`src/rtl/sec_rtc_pkg.sv`:
```
package sec_rtc_pkg;

  // Word indexes (byte offset / 4); software decodes these, so they are fixed.
  localparam int RA_CTRL    = 0;
  localparam int RA_DIV_LO  = 1;
  localparam int RA_DIV_HI  = 2;
  localparam int RA_LD_LO   = 3;
  localparam int RA_LD_HI   = 4;
  localparam int RA_MT_LO   = 5;
  localparam int RA_MT_HI   = 6;
  localparam int RA_STAT    = 7;
  localparam int RA_SNAP_LO = 8;
  localparam int RA_SNAP_HI = 9;

  localparam int CB_ACK = 7;

  // Stored control bits, packed so that bit n of the struct is control bit n.
  typedef struct packed {
    logic force_irq;  // 6
    logic mask;       // 5
    logic snap;       // 4
    logic load;       // 3
    logic wrap;       // 2
    logic en;         // 1
    logic live;       // 0
  } ctrl_t;

  localparam int CTRL_W = $bits(ctrl_t);

endpackage

```
`src/rtl/sec_rtc_regs.sv`:
```
module sec_rtc_regs
  import sec_rtc_pkg::*;
#(
  parameter int REG_W  = 16,
  parameter int ADDR_W = 6
) (
  input  logic                  clk,
  input  logic                  rst_n,
  input  logic                  bus_wr,
  input  logic [ADDR_W-1:0]     bus_addr,
  input  logic [REG_W-1:0]      bus_wdata,
  output logic [REG_W-1:0]      bus_rdata,
  input  logic                  stat_raw,
  input  logic                  stat_pend,
  input  logic [2*REG_W-1:0]    snap_val,
  output ctrl_t                 ctrl,
  output logic [2*REG_W-1:0]    div_word,
  output logic [2*REG_W-1:0]    load_word,
  output logic [2*REG_W-1:0]    match_word,
  output logic                  ack_pulse
);

  localparam int IDX_W = ADDR_W - 2;

  logic [IDX_W-1:0] idx;
  logic             aligned;
  logic             wr_ok;
  logic             wr_ctrl;
  ctrl_t            ctrl_q;
  logic [REG_W-1:0] div_lo, div_hi, ld_lo, ld_hi, mt_lo, mt_hi;

  assign idx     = bus_addr[ADDR_W-1:2];
  assign aligned = (bus_addr[1:0] == 2'b00);
  assign wr_ok   = bus_wr && aligned;
  assign wr_ctrl = wr_ok && (idx == IDX_W'(RA_CTRL));

  assign ack_pulse = wr_ctrl && bus_wdata[CB_ACK];

  always_ff @(posedge clk or negedge rst_n) begin
    if (!rst_n) begin
      ctrl_q <= '0;
      div_lo <= '0; div_hi <= '0;
      ld_lo  <= '0; ld_hi  <= '0;
      mt_lo  <= '0; mt_hi  <= '0;
    end else begin
      // Request bits are served in the cycle after they are seen.
      if (ctrl_q.load) ctrl_q.load <= 1'b0;
      if (ctrl_q.snap) ctrl_q.snap <= 1'b0;
      if (wr_ok) begin
        case (idx)
          IDX_W'(RA_CTRL):   ctrl_q <= ctrl_t'(bus_wdata[CTRL_W-1:0]);
          IDX_W'(RA_DIV_LO): div_lo <= bus_wdata;
          IDX_W'(RA_DIV_HI): div_hi <= bus_wdata;
          IDX_W'(RA_LD_LO):  ld_lo  <= bus_wdata;
          IDX_W'(RA_LD_HI):  ld_hi  <= bus_wdata;
          IDX_W'(RA_MT_LO):  mt_lo  <= bus_wdata;
          IDX_W'(RA_MT_HI):  mt_hi  <= bus_wdata;
          default: ;
        endcase
      end
    end
  end

  assign ctrl       = ctrl_q;
  assign div_word   = {div_hi, div_lo};
  assign load_word  = {ld_hi, ld_lo};
  assign match_word = {mt_hi, mt_lo};

  always_comb begin
    bus_rdata = '0;
    if (aligned) begin
      case (idx)
        IDX_W'(RA_CTRL):    bus_rdata = REG_W'(ctrl_q);
        IDX_W'(RA_DIV_LO):  bus_rdata = div_lo;
        IDX_W'(RA_DIV_HI):  bus_rdata = div_hi;
        IDX_W'(RA_LD_LO):   bus_rdata = ld_lo;
        IDX_W'(RA_LD_HI):   bus_rdata = ld_hi;
        IDX_W'(RA_MT_LO):   bus_rdata = mt_lo;
        IDX_W'(RA_MT_HI):   bus_rdata = mt_hi;
        IDX_W'(RA_STAT):    bus_rdata = REG_W'({stat_pend, stat_raw});
        IDX_W'(RA_SNAP_LO): bus_rdata = snap_val[REG_W-1:0];
        IDX_W'(RA_SNAP_HI): bus_rdata = snap_val[2*REG_W-1:REG_W];
        default:            bus_rdata = '0;
      endcase
    end
  end

  AST_LOAD_SELFCLR: assert property (@(posedge clk) disable iff (!rst_n)
    ctrl_q.load && !wr_ctrl |=> !ctrl_q.load);
  AST_SNAP_SELFCLR: assert property (@(posedge clk) disable iff (!rst_n)
    ctrl_q.snap && !wr_ctrl |=> !ctrl_q.snap);

endmodule

```
`src/rtl/sec_rtc_presc.sv`:
```
module sec_rtc_presc #(
  parameter int CNT_W = 32
) (
  input  logic             clk,
  input  logic             rst_n,
  input  logic             live,
  input  logic             en,
  input  logic             restart,
  input  logic [CNT_W-1:0] div,
  output logic             tick
);

  logic [CNT_W-1:0] pre;
  logic [CNT_W-1:0] limit;
  logic             hold;

  // A divider of 0 behaves as 1: a step on every enabled cycle.
  assign limit = (div == '0) ? '0 : div - CNT_W'(1);
  assign hold  = !live || !en || restart;
  assign tick  = !hold && (pre >= limit);

  always_ff @(posedge clk or negedge rst_n) begin
    if (!rst_n)             pre <= '0;
    else if (hold)          pre <= '0;
    else if (pre >= limit)  pre <= '0;
    else                    pre <= pre + CNT_W'(1);
  end

  AST_PRE_HOLD: assert property (@(posedge clk) disable iff (!rst_n)
    !en |=> (pre == '0));

endmodule

```
`src/rtl/sec_rtc_count.sv`:
```
module sec_rtc_count #(
  parameter int CNT_W = 32
) (
  input  logic             clk,
  input  logic             rst_n,
  input  logic             live,
  input  logic             wrap,
  input  logic             load,
  input  logic [CNT_W-1:0] load_val,
  input  logic             tick,
  input  logic             snap,
  input  logic [CNT_W-1:0] match_val,
  output logic [CNT_W-1:0] cnt,
  output logic [CNT_W-1:0] snap_q,
  output logic             hit
);

  localparam logic [CNT_W-1:0] TOP = '1;

  logic             upd;
  logic [CNT_W-1:0] nxt;

  always_comb begin
    upd = 1'b0;
    nxt = cnt;
    if (load) begin
      upd = 1'b1;
      nxt = load_val;
    end else if (tick) begin
      if (cnt != TOP) begin
        upd = 1'b1;
        nxt = cnt + CNT_W'(1);
      end else if (wrap) begin
        upd = 1'b1;
        nxt = '0;
      end
    end
  end

  // The alarm fires on the edge where the count takes the compare value.
  assign hit = live && upd && (nxt == match_val);

  always_ff @(posedge clk or negedge rst_n) begin
    if (!rst_n) begin
      cnt    <= '0;
      snap_q <= '0;
    end else if (!live) begin
      cnt    <= '0;
      snap_q <= '0;
    end else begin
      if (upd)  cnt    <= nxt;
      if (snap) snap_q <= cnt;
    end
  end

  AST_LOAD_WINS: assert property (@(posedge clk) disable iff (!rst_n)
    live && load |=> (cnt == $past(load_val)));
  AST_STEP_ONE: assert property (@(posedge clk) disable iff (!rst_n)
    live && !load && tick && (cnt != TOP) |=> (cnt == $past(cnt) + CNT_W'(1)));
  AST_HOLD_TOP: assert property (@(posedge clk) disable iff (!rst_n)
    live && !load && !wrap && (cnt == TOP) |=> (cnt == TOP));
  AST_SNAP_TAKE: assert property (@(posedge clk) disable iff (!rst_n)
    live && snap |=> (snap_q == $past(cnt)));
  AST_SOFT_CLR: assert property (@(posedge clk) disable iff (!rst_n)
    !live |=> (cnt == '0) && (snap_q == '0));

endmodule

```
`src/rtl/sec_rtc_alarm.sv`:
```
module sec_rtc_alarm (
  input  logic clk,
  input  logic rst_n,
  input  logic live,
  input  logic hit,
  input  logic ack,
  input  logic mask,
  input  logic force_irq,
  output logic pend,
  output logic raw,
  output logic irq
);

  always_ff @(posedge clk or negedge rst_n) begin
    if (!rst_n)     pend <= 1'b0;
    else if (!live) pend <= 1'b0;
    else if (hit)   pend <= 1'b1;
    else if (ack)   pend <= 1'b0;
  end

  assign raw = pend || force_irq;
  assign irq = raw && !mask;

  AST_HIT_SETS: assert property (@(posedge clk) disable iff (!rst_n)
    live && hit |=> pend);
  AST_ACK_DROPS: assert property (@(posedge clk) disable iff (!rst_n)
    live && ack && !hit |=> !pend);
  AST_SOFT_NOPEND: assert property (@(posedge clk) disable iff (!rst_n)
    !live |=> !pend);

endmodule

```
`src/rtl/sec_rtc.sv`:
```
module sec_rtc
  import sec_rtc_pkg::*;
#(
  parameter int REG_W  = 16,
  parameter int ADDR_W = 6
) (
  input  logic              clk,
  input  logic              rst_n,
  input  logic              bus_wr,
  input  logic [ADDR_W-1:0] bus_addr,
  input  logic [REG_W-1:0]  bus_wdata,
  output logic [REG_W-1:0]  bus_rdata,
  output logic              irq
);

  localparam int CNT_W = 2 * REG_W;

  ctrl_t            ctrl;
  logic [CNT_W-1:0] div_word, load_word, match_word;
  logic [CNT_W-1:0] cnt, snap_q;
  logic             ack_pulse, tick, hit, pend, raw;

  sec_rtc_regs #(.REG_W(REG_W), .ADDR_W(ADDR_W)) u_regs (
    .clk        (clk),
    .rst_n      (rst_n),
    .bus_wr     (bus_wr),
    .bus_addr   (bus_addr),
    .bus_wdata  (bus_wdata),
    .bus_rdata  (bus_rdata),
    .stat_raw   (raw),
    .stat_pend  (pend),
    .snap_val   (snap_q),
    .ctrl       (ctrl),
    .div_word   (div_word),
    .load_word  (load_word),
    .match_word (match_word),
    .ack_pulse  (ack_pulse)
  );

  sec_rtc_presc #(.CNT_W(CNT_W)) u_presc (
    .clk     (clk),
    .rst_n   (rst_n),
    .live    (ctrl.live),
    .en      (ctrl.en),
    .restart (ctrl.load),
    .div     (div_word),
    .tick    (tick)
  );

  sec_rtc_count #(.CNT_W(CNT_W)) u_count (
    .clk       (clk),
    .rst_n     (rst_n),
    .live      (ctrl.live),
    .wrap      (ctrl.wrap),
    .load      (ctrl.load),
    .load_val  (load_word),
    .tick      (tick),
    .snap      (ctrl.snap),
    .match_val (match_word),
    .cnt       (cnt),
    .snap_q    (snap_q),
    .hit       (hit)
  );

  sec_rtc_alarm u_alarm (
    .clk       (clk),
    .rst_n     (rst_n),
    .live      (ctrl.live),
    .hit       (hit),
    .ack       (ack_pulse),
    .mask      (ctrl.mask),
    .force_irq (ctrl.force_irq),
    .pend      (pend),
    .raw       (raw),
    .irq       (irq)
  );

  AST_MASK_QUIET: assert property (@(posedge clk) disable iff (!rst_n)
    $past(bus_wr && bus_addr == '0 && bus_wdata[5]) |-> !irq);

endmodule

```
`config.mk`:
```
export PLATFORM = sky130hd
export DESIGN_NAME = sec_rtc
export DESIGN_NICKNAME = d
export VERILOG_FILES = /design/src/rtl/sec_rtc_pkg.sv /design/src/rtl/sec_rtc_regs.sv /design/src/rtl/sec_rtc_presc.sv /design/src/rtl/sec_rtc_count.sv /design/src/rtl/sec_rtc_alarm.sv /design/src/rtl/sec_rtc.sv
export SDC_FILE = /design/constraint.sdc
export NUM_CORES = 1
export LEC_CHECK = 0
export ABC_AREA = 1
export CAP_MARGIN = 20
export CORE_UTILIZATION = 64
export CTS_BUF_LIST = sky130_fd_sc_hd__clkbuf_8
export CTS_CLUSTER_SIZE = 14
export DETAILED_ROUTE_END_ITERATION = 6
export PLACE_DENSITY = 0.89
export SLEW_MARGIN = 20
export SYNTH_ARGS = -nofsm -noshare
export SYNTH_HDL_FRONTEND = slang
export SYNTH_SLANG_ARGS = --single-unit
```
`constraint.sdc`:
```
create_clock -name clk -period 4.8 [get_ports clk]
set_input_delay 1.44 -clock clk [delete_from_list [all_inputs] [get_ports clk]]
set_output_delay 1.44 -clock clk [all_outputs]
set_load 0.005 [all_outputs]
```
---- Yosys cells after proc, flatten, opt, wreduce, memory -nomap -nowiden ----
Index checks and enable logic that the tools add are counted.
storage, ports and cells
  flip-flop bits (word level) ............. 200
  latch bits .............................. 0
  memory bits (writable) .................. 0
  bits in read-only memories .............. 0
  input bits .............................. 25
  output and inout bits ................... 17
  word-level logic and storage cells ...... 81
  memories kept ........................... 0
operators by class
  add/sub/neg operators ................... 3
  $mul .................................... 0
  div/mod/pow operators ................... 0
  order comparisons ....................... 1
  equality and inequality tests ........... 14
  shift-type cells ........................ 0
  multiplexer cells ....................... 22
  bitwise operators ....................... 0
  reductions and logical operators ........ 24
operators by type and width
  operator                                                                 number
  32-bit two-way mux                                                       11
  16-bit case mux with 10 select lines                                     1
  32-bit by 1-bit adder with 32-bit output, second input constant          2
  32-bit equality test                                                     1
  32-bit >= comparator                                                     1
  32-bit zero test                                                         1
  32-bit inequality test, second input constant                            1
  32-bit by 1-bit subtractor with 32-bit output, second input constant     1
  4-bit by 3-bit equality test with 1-bit output, second input constant    4
  16-bit two-way mux                                                       1
  2-bit AND reduction                                                      7
  5-bit two-way mux                                                        2
  4-bit by 2-bit equality test with 1-bit output, second input constant    2
  4-bit equality test, second input constant                               2
  1-bit logical AND                                                        7
  1-bit two-way mux                                                        7
  4-bit by 1-bit equality test with 1-bit output, second input constant    1
  1-bit zero test                                                          4
  4-bit zero test                                                          1
  2-bit by 1-bit inequality test with 1-bit output, second input constant  2
  1-bit logical OR                                                         3
  3-bit inequality test, second input constant                             1
  2-bit zero test                                                          1

---- Depth between registers and ports, before layout ----
Gate-level depths: netlist of the first run.
  depth after elaboration ................. 11
  mapped depth ............................ 33
  mapped depth without buffers ............ 33

---- Hierarchy ----
A second synthesis of the first run with hierarchy kept.
second synthesis, totals
  cells, all modules ...................... 2,000
  area, all modules ....................... 13,465.4 µm²
modules (own cells, without submodules)
  module         times used  cells each  area each (µm²)  sequential area each (µm²)
  sec_rtc_regs   1           667         5,033.6          2,577.5
  sec_rtc_count  1           727         4,600.7          1,601.5
  sec_rtc_presc  1           596         3,762.4          800.8
  sec_rtc_alarm  1           10          68.8             25.0

---- Worst setup path after synthesis of the first run ----
OpenSTA, ideal clock, no wires.
  kind .................................... input-to-output
  start point ............................. in bus_addr[5]
  end point ............................... out bus_rdata[10]
  data arrival time ....................... 2.578 ns
  required time ........................... 3.360 ns
  setup slack ............................. 0.782 ns
  stages .................................. 9
  buffers on the path ..................... 0
  path through ............................ inv_1 -> nand2_1 -> inv_1 -> nand2_1 -> nor2_1 -> inv_1 -> o21ai_0 -> a221oi_1 -> a31oi_1
between the ends
  word-level cells in the longest chain between the ends .. 3
  elaborated cells between the ends (all ways) .. 12
  those cells by class .................... 9 x eq/ne; 2 x mux; 1 x reduce/logical
ends and longest elaborated chain
  element                                      RTL line            text
  start, declared                              sec_rtc.sv:10       input logic [ADDR_W-1:0] bus_addr,
  4-bit equality test (tied with other cells)  sec_rtc_regs.sv:72  case (idx)
  16-bit case mux with 10 select lines (*)     sec_rtc_regs.sv:72
  16-bit two-way mux (*)                       sec_rtc_regs.sv:71  if (aligned) begin
  end, declared                                sec_rtc.sv:12       output logic [REG_W-1:0] bus_rdata,
Every way passes the cells marked *; elsewhere a longest branch is shown, timed or not.

---- Worst setup path after layout of the first run ----
  start point ............................. reg u_regs.div_lo[2]
  end point ............................... reg u_alarm.pend
between the ends
  word-level cells in the longest chain between the ends .. 10
  elaborated cells between the ends (all ways) .. 15
  those cells by class .................... 1 x add/sub; 1 x order compare; 2 x eq/ne; 7 x mux; 4 x reduce/logical
ends and longest elaborated chain
  element                                                                            RTL line             text
  start, declared                                                                    sec_rtc_regs.sv:30   logic [REG_W-1:0] div_lo, div_hi, ld_lo, ld_hi, mt_lo, mt_hi;
  start signal, assigned                                                             sec_rtc_regs.sv:52   IDX_W'(RA_DIV_LO): div_lo <= bus_wdata;
  32-bit by 1-bit subtractor with 32-bit output or 32-bit zero test (tied branches)  sec_rtc_presc.sv:18  assign limit = (div == '0) ? '0 : div - CNT_W'(1);
  32-bit two-way mux (*)                                                             sec_rtc_presc.sv:18
  32-bit >= comparator (*)                                                           sec_rtc_presc.sv:20  assign tick = !hold && (pre >= limit);
  1-bit logical AND (*)                                                              sec_rtc_presc.sv:20
  32-bit two-way mux or 1-bit two-way mux (tied branches)                            sec_rtc_count.sv:29  end else if (tick) begin
  32-bit two-way mux or 1-bit two-way mux (tied branches)                            sec_rtc_count.sv:26  if (load) begin
  32-bit equality test or 1-bit logical AND (tied branches)                          sec_rtc_count.sv:41  assign hit = live && upd && (nxt == match_val);
  1-bit logical AND (*)                                                              sec_rtc_count.sv:41
  1-bit two-way mux                                                                  sec_rtc_alarm.sv:17  else if (hit) pend <= 1'b1;
  1-bit two-way mux                                                                  sec_rtc_alarm.sv:16  else if (!live) pend <= 1'b0;
  end signal, assigned                                                               sec_rtc_alarm.sv:16
  end signal, assigned                                                               sec_rtc_alarm.sv:17
  end signal, assigned                                                               sec_rtc_alarm.sv:18  else if (ack) pend <= 1'b0;
  end, declared                                                                      sec_rtc_alarm.sv:9   output logic pend,
Marked as above.
A chain may end at the register's enable or synchronous reset.

==> metrics.txt, run 1 <==
status complete, but fails checks; failing checks DRC, setup timing; Avg Cell Area, Syn 7.06 µm²; CTS Sinks 200; post-DP HPWL 34.6 mm; synth top area cells dfrtp_1, nand2_1, inv_1; CP Buf/Inv Count 2; Initial Util 0.654; Worst Hold Class flip-flop to flip-flop; Cells after Synth approximately 1800; drt wl/cell between 20 and 25 µm; Num CTS Buffers 17; Final Hold Viols 0; Worst-Margin Slew 1.09 ns; Peak Freq 199 MHz; grt peak-use layer met2; Detailed Route Iter0 Violations 2083; total power 3.98 mW; Longest Clk Path Bufs 2; IO Pins 42; gr usage total 0.457; crit path kind flip-flop to flip-flop; startpoint types flip-flop; TritonRoute pass-1 iters 7; initial antenna violation count 0; fill count ~1500; max-slew violations 0; Global Route met1 Usage 0.643; CTS tree yes; die area between 20000 and 25000 µm²; row count 51; critical path's largest stage delay 0.43 ns; CORE AREA 19500 µm²; Syn-to-layout area delta 14.8%; Layout Utilization 0.751; first-pass GRT wire length approximately 69 mm; Leak Pwr 6.85 nW; net count after synthesis 1870; clk_skew 0.0164 ns; ys async rst share 1.00; Power Dens Cells between 200 and 300 nW/µm²; Hold Slack 0.512 ns; worst ir drop on vdd 0.000218 V; clock root buffer clkbuf_8; Setup crit end kind flip-flop; Seq cells post-synth 200; placed insts 2115; CP Data Required Time between 5 and 6 ns; area fraction of the dominant cell type after synthesis 0.392; Yosys top cell by area dfrtp_1; Final ANT Viol Nets 0; total routed wirelength roughly 47 mm; met3 global-route usage 0.129; layout cells sized above 1 0.122; Clock Latency Late Sink a little under 0.5 ns; Post-synth EDFFs 0; number of max-cap violations 0; mapped cell area 12800 µm²; Die X 143 µm; Rel. slew slack 0.270; RSZ-0062 raised after global routing yes; Final WS setup -0.228 ns; period utilisation layout 1.05; GR met2 Demand/Resource 0.658; crit-path most repeated cell nand2_1; prevailing post-synth register cell dfrtp_1; via/cell ratio 6.35; Layout Nets 1954; remaining global-route overflow 0; Setup violations, final 1; worst slack, placed -0.248 ns; Synth Warn # 0; synth unique cells 54; CP max-delay cell dfrtp_1; die height 143 µm; WP data arrival ~5.4 ns; via count 13800; htree depth 4; register area share after synthesis 0.392; largest net degree at the start of global routing 100; post-route minimum period 5.03 ns; CP top delay family simple AND/OR/NAND/NOR gates; IO buf count 41; DRC Markers 3; vias in the first global route 12000; Placer Congestion 1.00; ANT cells 0; hold_buf cts 0; Crit Path Max Fanout 9; clock transition at the registers of the reported paths 0.11 ns; fin cells 2171
==> layout by cell type (no fill, tap or decap), drive strengths merged, types with 2 or more instances in the layout <==
| cell | instances |
|---|---|
| clkinvlp | 2 |
| o21ai | 151 |
| o21a | 4 |
| dfrtp | 200 |
| a21o | 2 |
| o221ai | 2 |
| nand2 | 523 |
| xnor2 | 8 |
| nor2 | 197 |
| clkinv | 9 |
| a211oi | 8 |
| buf | 80 |
| clkbuf | 23 |
| nor3 | 23 |
| nand4 | 25 |
| o22ai | 52 |
| or2 | 18 |
| a31oi | 10 |
| xor2 | 19 |
| nand3b | 13 |
| nor3b | 3 |
| clkdlybuf4s50 | 27 |
| inv | 223 |
| dlygate4sd2 | 6 |
| a21oi | 69 |
| nor4 | 11 |
| o2111ai | 2 |
| nand3 | 131 |
| ha | 36 |
| o211ai | 8 |
| dlymetal6s2s | 5 |
| a221oi | 10 |
==> per-stage QoR <==
| stage | TNS, ns | cell area, µm² |
|---|---|---|
| 2_1_floorplan | 0 | 12800 |
| 3_3_place_gp | -2.41 | 13800 |
| 3_5_place_dp | -2.85 | 13800 |
| 4_1_cts | -0.0845 | 14200 |
| 5_1_grt | -1.92 | 14700 |
| 6_report | -0.228 | 14700 |
==> timing repair <==
| item | CTS | global route |
|---|---|---|
| resized for setup | 25 | 55 |
| setup endpoints to repair | 18 | 27 |
| setup buffers | 0 | 19 |
| pin swaps | 8 | 27 |
| gates cloned | 0 | 5 |
==> power breakdown <==
group          switching (mW)  total [mW]  internal, mW  leakage (nW)
Clock                   0.714        1.11         0.393         0.200
Combinational           0.591       0.901         0.309          3.92
Sequential              0.182        1.98          1.79          2.73
Total                    1.49        3.98          2.50          6.85
==> worst paths after layout <==
path / from / to / slack, ns / depth (start not counted)
setup / recovery: u_regs.div_lo[2]$_DFFE_PN0P_ / u_alarm.pend$_DFFE_PN0P_ / -0.23 / 30
hold / removal: u_presc.pre[30]$_DFF_PN0_ / u_presc.pre[30]$_DFF_PN0_ / 0.51 / 1
setup reg to reg: u_regs.div_lo[2]$_DFFE_PN0P_ / u_alarm.pend$_DFFE_PN0P_ / -0.23 / 30
hold reg to reg: u_presc.pre[30]$_DFF_PN0_ / u_presc.pre[30]$_DFF_PN0_ / 0.51 / 1
max in group asynchronous: rst_n / u_presc.pre[30]$_DFF_PN0_ / 2.87 / 2
min in group asynchronous: rst_n / u_presc.pre[5]$_DFF_PN0_ / 1.00 / 1
==> metal layers <==
| layer | part of all wire | wire length (µm) | vias to the layer above |
|---|---|---|---|
| met1 | 0.39 | 18100 | 6336 |
| met5 | 0 | 0 | - |
| met4 | 0.053 | 2490 | 0 |
| li1 | - | - | 6110 |
| met2 | 0.42 | 19700 | 1162 |
| met3 | 0.14 | 6680 | 179 |
==> synth_stat cells (all sizes together) (4+ instances only) <==
master  number
nor2       197
o211ai       8
nand3      131
inv        215
nor3        23
xnor2        8
buf         15
dfrtp      200
ha          36
a21oi       69
a211oi       8
a31oi       10
clkinv       4
nor4        11
nand4       25
nand3b      13
a221oi      10
o21ai      151
or2         18
o21a         4
nand2      523
xor2        19
clkbuf      44
o22ai       52
==> flip-flops by register name, summed over array words and instances, names as in the netlist <==
register,cells
u_count.cnt,32
u_count.snap_q,32
u_presc.pre,32
u_regs.div_hi,16
u_regs.div_lo,16
u_regs.ld_hi,16
u_regs.ld_lo,16
u_regs.mt_hi,16
u_regs.mt_lo,16
u_regs.ctrl,7
u_alarm.pend,1
==> kinds of logic (layout without fill, tap and decap cells) <==
group,count (synthesis),after routing,share of synthesized area
flops,200,200,0.392
xor+xnor,27,27,0.0185
compound gates,323,323,0.144
simple gates,945,945,0.325
buf+inv,278,375,0.0856
fa+ha+maj,36,36,0.0353
==> area by class of cell <==
type                            count  area (µm²)  area share
Clock buffer                       17         234      0.0160
Clock inverter                     15         160      0.0109
Inverter                          219         831      0.0566
Multi-Input combinational cell   1331        6890       0.470
Sequential cell                   200        5000       0.341
Tap cell                          265         332      0.0226
Timing Repair Buffer              124        1210      0.0827
No activity file was read; power rests on OpenSTA's default activity.
==> run 2: changes to the inputs <==
--- a/config.mk
+++ b/config.mk
@@ -9,7 +9,6 @@
 export CAP_MARGIN = 20
 export CORE_UTILIZATION = 64
 export CTS_BUF_LIST = sky130_fd_sc_hd__clkbuf_8
-export CTS_CLUSTER_SIZE = 14
 export DETAILED_ROUTE_END_ITERATION = 6
 export PLACE_DENSITY = 0.89
 export SLEW_MARGIN = 20
==> results of run 2 <==
Same layout as run 1: the final DEF is identical, and so are final timing and power.
==> run 3: changes to the inputs <==
--- a/config.mk
+++ b/config.mk
@@ -7,6 +7,7 @@
 export LEC_CHECK = 0
 export ABC_AREA = 1
 export CAP_MARGIN = 20
+export CORE_MARGIN = 4
 export CORE_UTILIZATION = 64
 export CTS_BUF_LIST = sky130_fd_sc_hd__clkbuf_8
 export DETAILED_ROUTE_END_ITERATION = 6
==> run 3 against run 2 <==
  * The flow finishes with violations (setup timing)
  * Worst setup slack better by 0.18 ns
  * Clock-buffer cell count unchanged
  * Via count fell by 0.14%
  * Die area rose by 8.6%
  * Total power is 1.9% higher
  * Clock power is 7% higher
  * Final cell count down 0.46%
  * Global-route usage down 4.3 points
  * Utilization is 0.16 points lower
  * Fmax is 3.8% higher
  * Largest cell class unchanged
==> metrics.txt, run 3 (synthesized netlist as in run 1, its figures left out) <==
remaining global-route overflow 0 (unchanged); largest net degree at the start of global routing 109 (was 100); layout cells sized above 1 0.120 (was 0.122); RSZ-0062 raised after global routing yes (unchanged); Post-Layout Inst Area 14600 µm² (was 14700 µm²); CP top delay family simple AND/OR/NAND/NOR gates (unchanged); crit path kind flip-flop to flip-flop (unchanged); WP data arrival 5.27 ns (was 5.44 ns); Setup crit end kind flip-flop (unchanged); CP Buf/Inv Count 3 (was 2); Setup violations, final 1 (unchanged); IO Pins 42 (unchanged); post-route minimum period 4.85 ns (was 5.03 ns); Die X 149 µm (was 143 µm); critical path's largest stage delay 0.45 ns (was 0.43 ns); Power Dens Cells 277 nW/µm² (was 272 nW/µm²); clock root buffer clkbuf_8 (unchanged); Crit Path Max Fanout 8 (was 9); TritonRoute pass-1 iters 6 (was 7); Worst Hold Class flip-flop to flip-flop (unchanged); max-slew violations 0 (unchanged); via count 13800 (about the same); Clock Latency Late Sink 0.50 ns (was 0.49 ns); DP Area 13800 µm² (about the same); initial antenna violation count 2 (was 0); period utilisation layout 1.01 (was 1.05); clock transition at the registers of the reported paths 0.12 ns (was 0.11 ns); reg2reg path depth 33 (was 30); htree depth 4 (unchanged); Num CTS Buffers 17 (unchanged); Placer Congestion 0.991 (was 1.00); failing checks setup timing (was DRC, setup timing); gr usage total 0.414 (was 0.457); DRC Markers 0 (was 3); CP Depth 33 (was 30); startpoint types flip-flop (unchanged); number of max-cap violations 0 (unchanged); total power 4.06 mW (was 3.98 mW); die height 149 µm (was 143 µm); status complete, but fails checks (unchanged); Detailed Route Iter0 Violations 2060 (was 2083); most common cell after layout, fill and taps aside nand2_1 (unchanged); ANT cells 0 (unchanged); CTS tree yes (unchanged); R2R setup slack -0.05 ns (was -0.23 ns); total routed wirelength 47.3 mm (was 47.0 mm); CTS Sinks 200 (unchanged); row count 51 (unchanged); CP Data Required Time 5.22 ns (was 5.21 ns); Worst Hold Depth 2 (was 1); first-pass GRT wire length 70.3 mm (was 68.8 mm); top flop regs u_count.cnt x32, u_count.snap_q x32, u_presc.pre x32 (unchanged); die area 22300 µm² (was 20500 µm²); CORE AREA 19500 µm² (unchanged); via/cell ratio 6.37 (was 6.35); hold_buf cts 0 (unchanged); Layout Nets 1944 (was 1954); clk_skew 0.0230 ns (was 0.0164 ns); Initial Util 0.654 (unchanged); Final Hold Viols 0 (unchanged); Worst-Margin Slew 1.07 ns (was 1.09 ns); most frequent cells in the layout nand2_1, inv_1, dfrtp_1 (unchanged); drt wl/cell 21.9 µm (was 21.6 µm); Peak Freq 206 MHz (was 199 MHz); IO buf count 41 (unchanged); Rel. slew slack 0.284 (was 0.270); CP max-delay cell dfrtp_1 (unchanged); Final ANT Viol Nets 0 (unchanged); worst ir drop on vdd 0.000343 V (was 0.000218 V); worst slack, placed -0.285 ns (was -0.248 ns); post-DP HPWL 34.9 mm (was 34.6 mm); vias in the first global route 12500 (was 12000); Syn-to-layout area delta 14.6% (was 14.8%); Leak Pwr 6.81 nW (was 6.85 nW); Final WS setup -0.0464 ns (was -0.228 ns); Longest Clk Path Bufs 2 (unchanged)
[run 3: metal layers]
| metal | track usage | up-vias | wire length (µm) |
|---|---|---|---|
| met4 | 0.146 | 4 | 2280 |
| met2 | 0.590 | 1109 | 20000 |
| met3 | 0.111 | 206 | 6890 |
| met1 | 0.609 | 6355 | 18100 |
| li1 | - | 6094 | - |
| met5 | 0 | - | 23 |
[run 3: worst reg2reg max path: cells and delay by family (launching register included)]
kind | cells | cell delay [ns]
DFF | 1 | 0.45
adders and majority gates | 1 | 0.29
and+or+nand+nor | 27 | 3.41
buffers and inverters | 3 | 0.37
xor gates and xnor gates | 1 | 0.19
AOI/OAI and AO/OA | 1 | 0.11
[run 3: final timing paths]
path	from	end
min	u_regs.ctrl[6]$_DFFE_PN0P_	u_regs.ctrl[6]$_DFFE_PN0P_
max reg2reg	u_regs.div_lo[1]$_DFFE_PN0P_	u_alarm.pend$_DFFE_PN0P_
min in group asynchronous	rst_n	u_presc.pre[0]$_DFF_PN0_
max	u_regs.div_lo[1]$_DFFE_PN0P_	u_alarm.pend$_DFFE_PN0P_
max in group asynchronous	rst_n	u_regs.mt_hi[0]$_DFFE_PN0P_
min reg2reg	u_regs.ctrl[6]$_DFFE_PN0P_	u_regs.ctrl[6]$_DFFE_PN0P_
[run 3: what timing repair did]
item	in CTS	in global routing
cloned	0	6
resized for setup	43	51
pin swaps	17	36
setup buffers	3	6
setup endpoints to repair	17	16
[run 3: area by class of cell]
type                       count  area, µm²
fill                        1508       4890
timing repair buffer         114       1120
clock buffer                  17        234
multi-input combinational   1331       6930
sequential                   200       5000
inverter                     219        831
clock inverter                15        185
tap                          265        332
[run 3: where the power goes]
| part | switching (mW) | internal, mW |
|---|---|---|
| registers | 0.189 | 1.79 |
| logic | 0.584 | 0.305 |
| clock network | 0.699 | 0.488 |
[run 3: per-stage QoR]
step,hold WS [ns],utilization,TNS [ns],std cells
final,0.504,0.750,-0.0464,2161
after floorplan,0.453,-,0,1809
after CTS,0.505,0.731,0,2149
after global routing,0.527,0.750,-0.271,2161
after global placement,0.467,0.706,-3.46,2114
after detailed placement,0.478,0.706,-3.36,2114
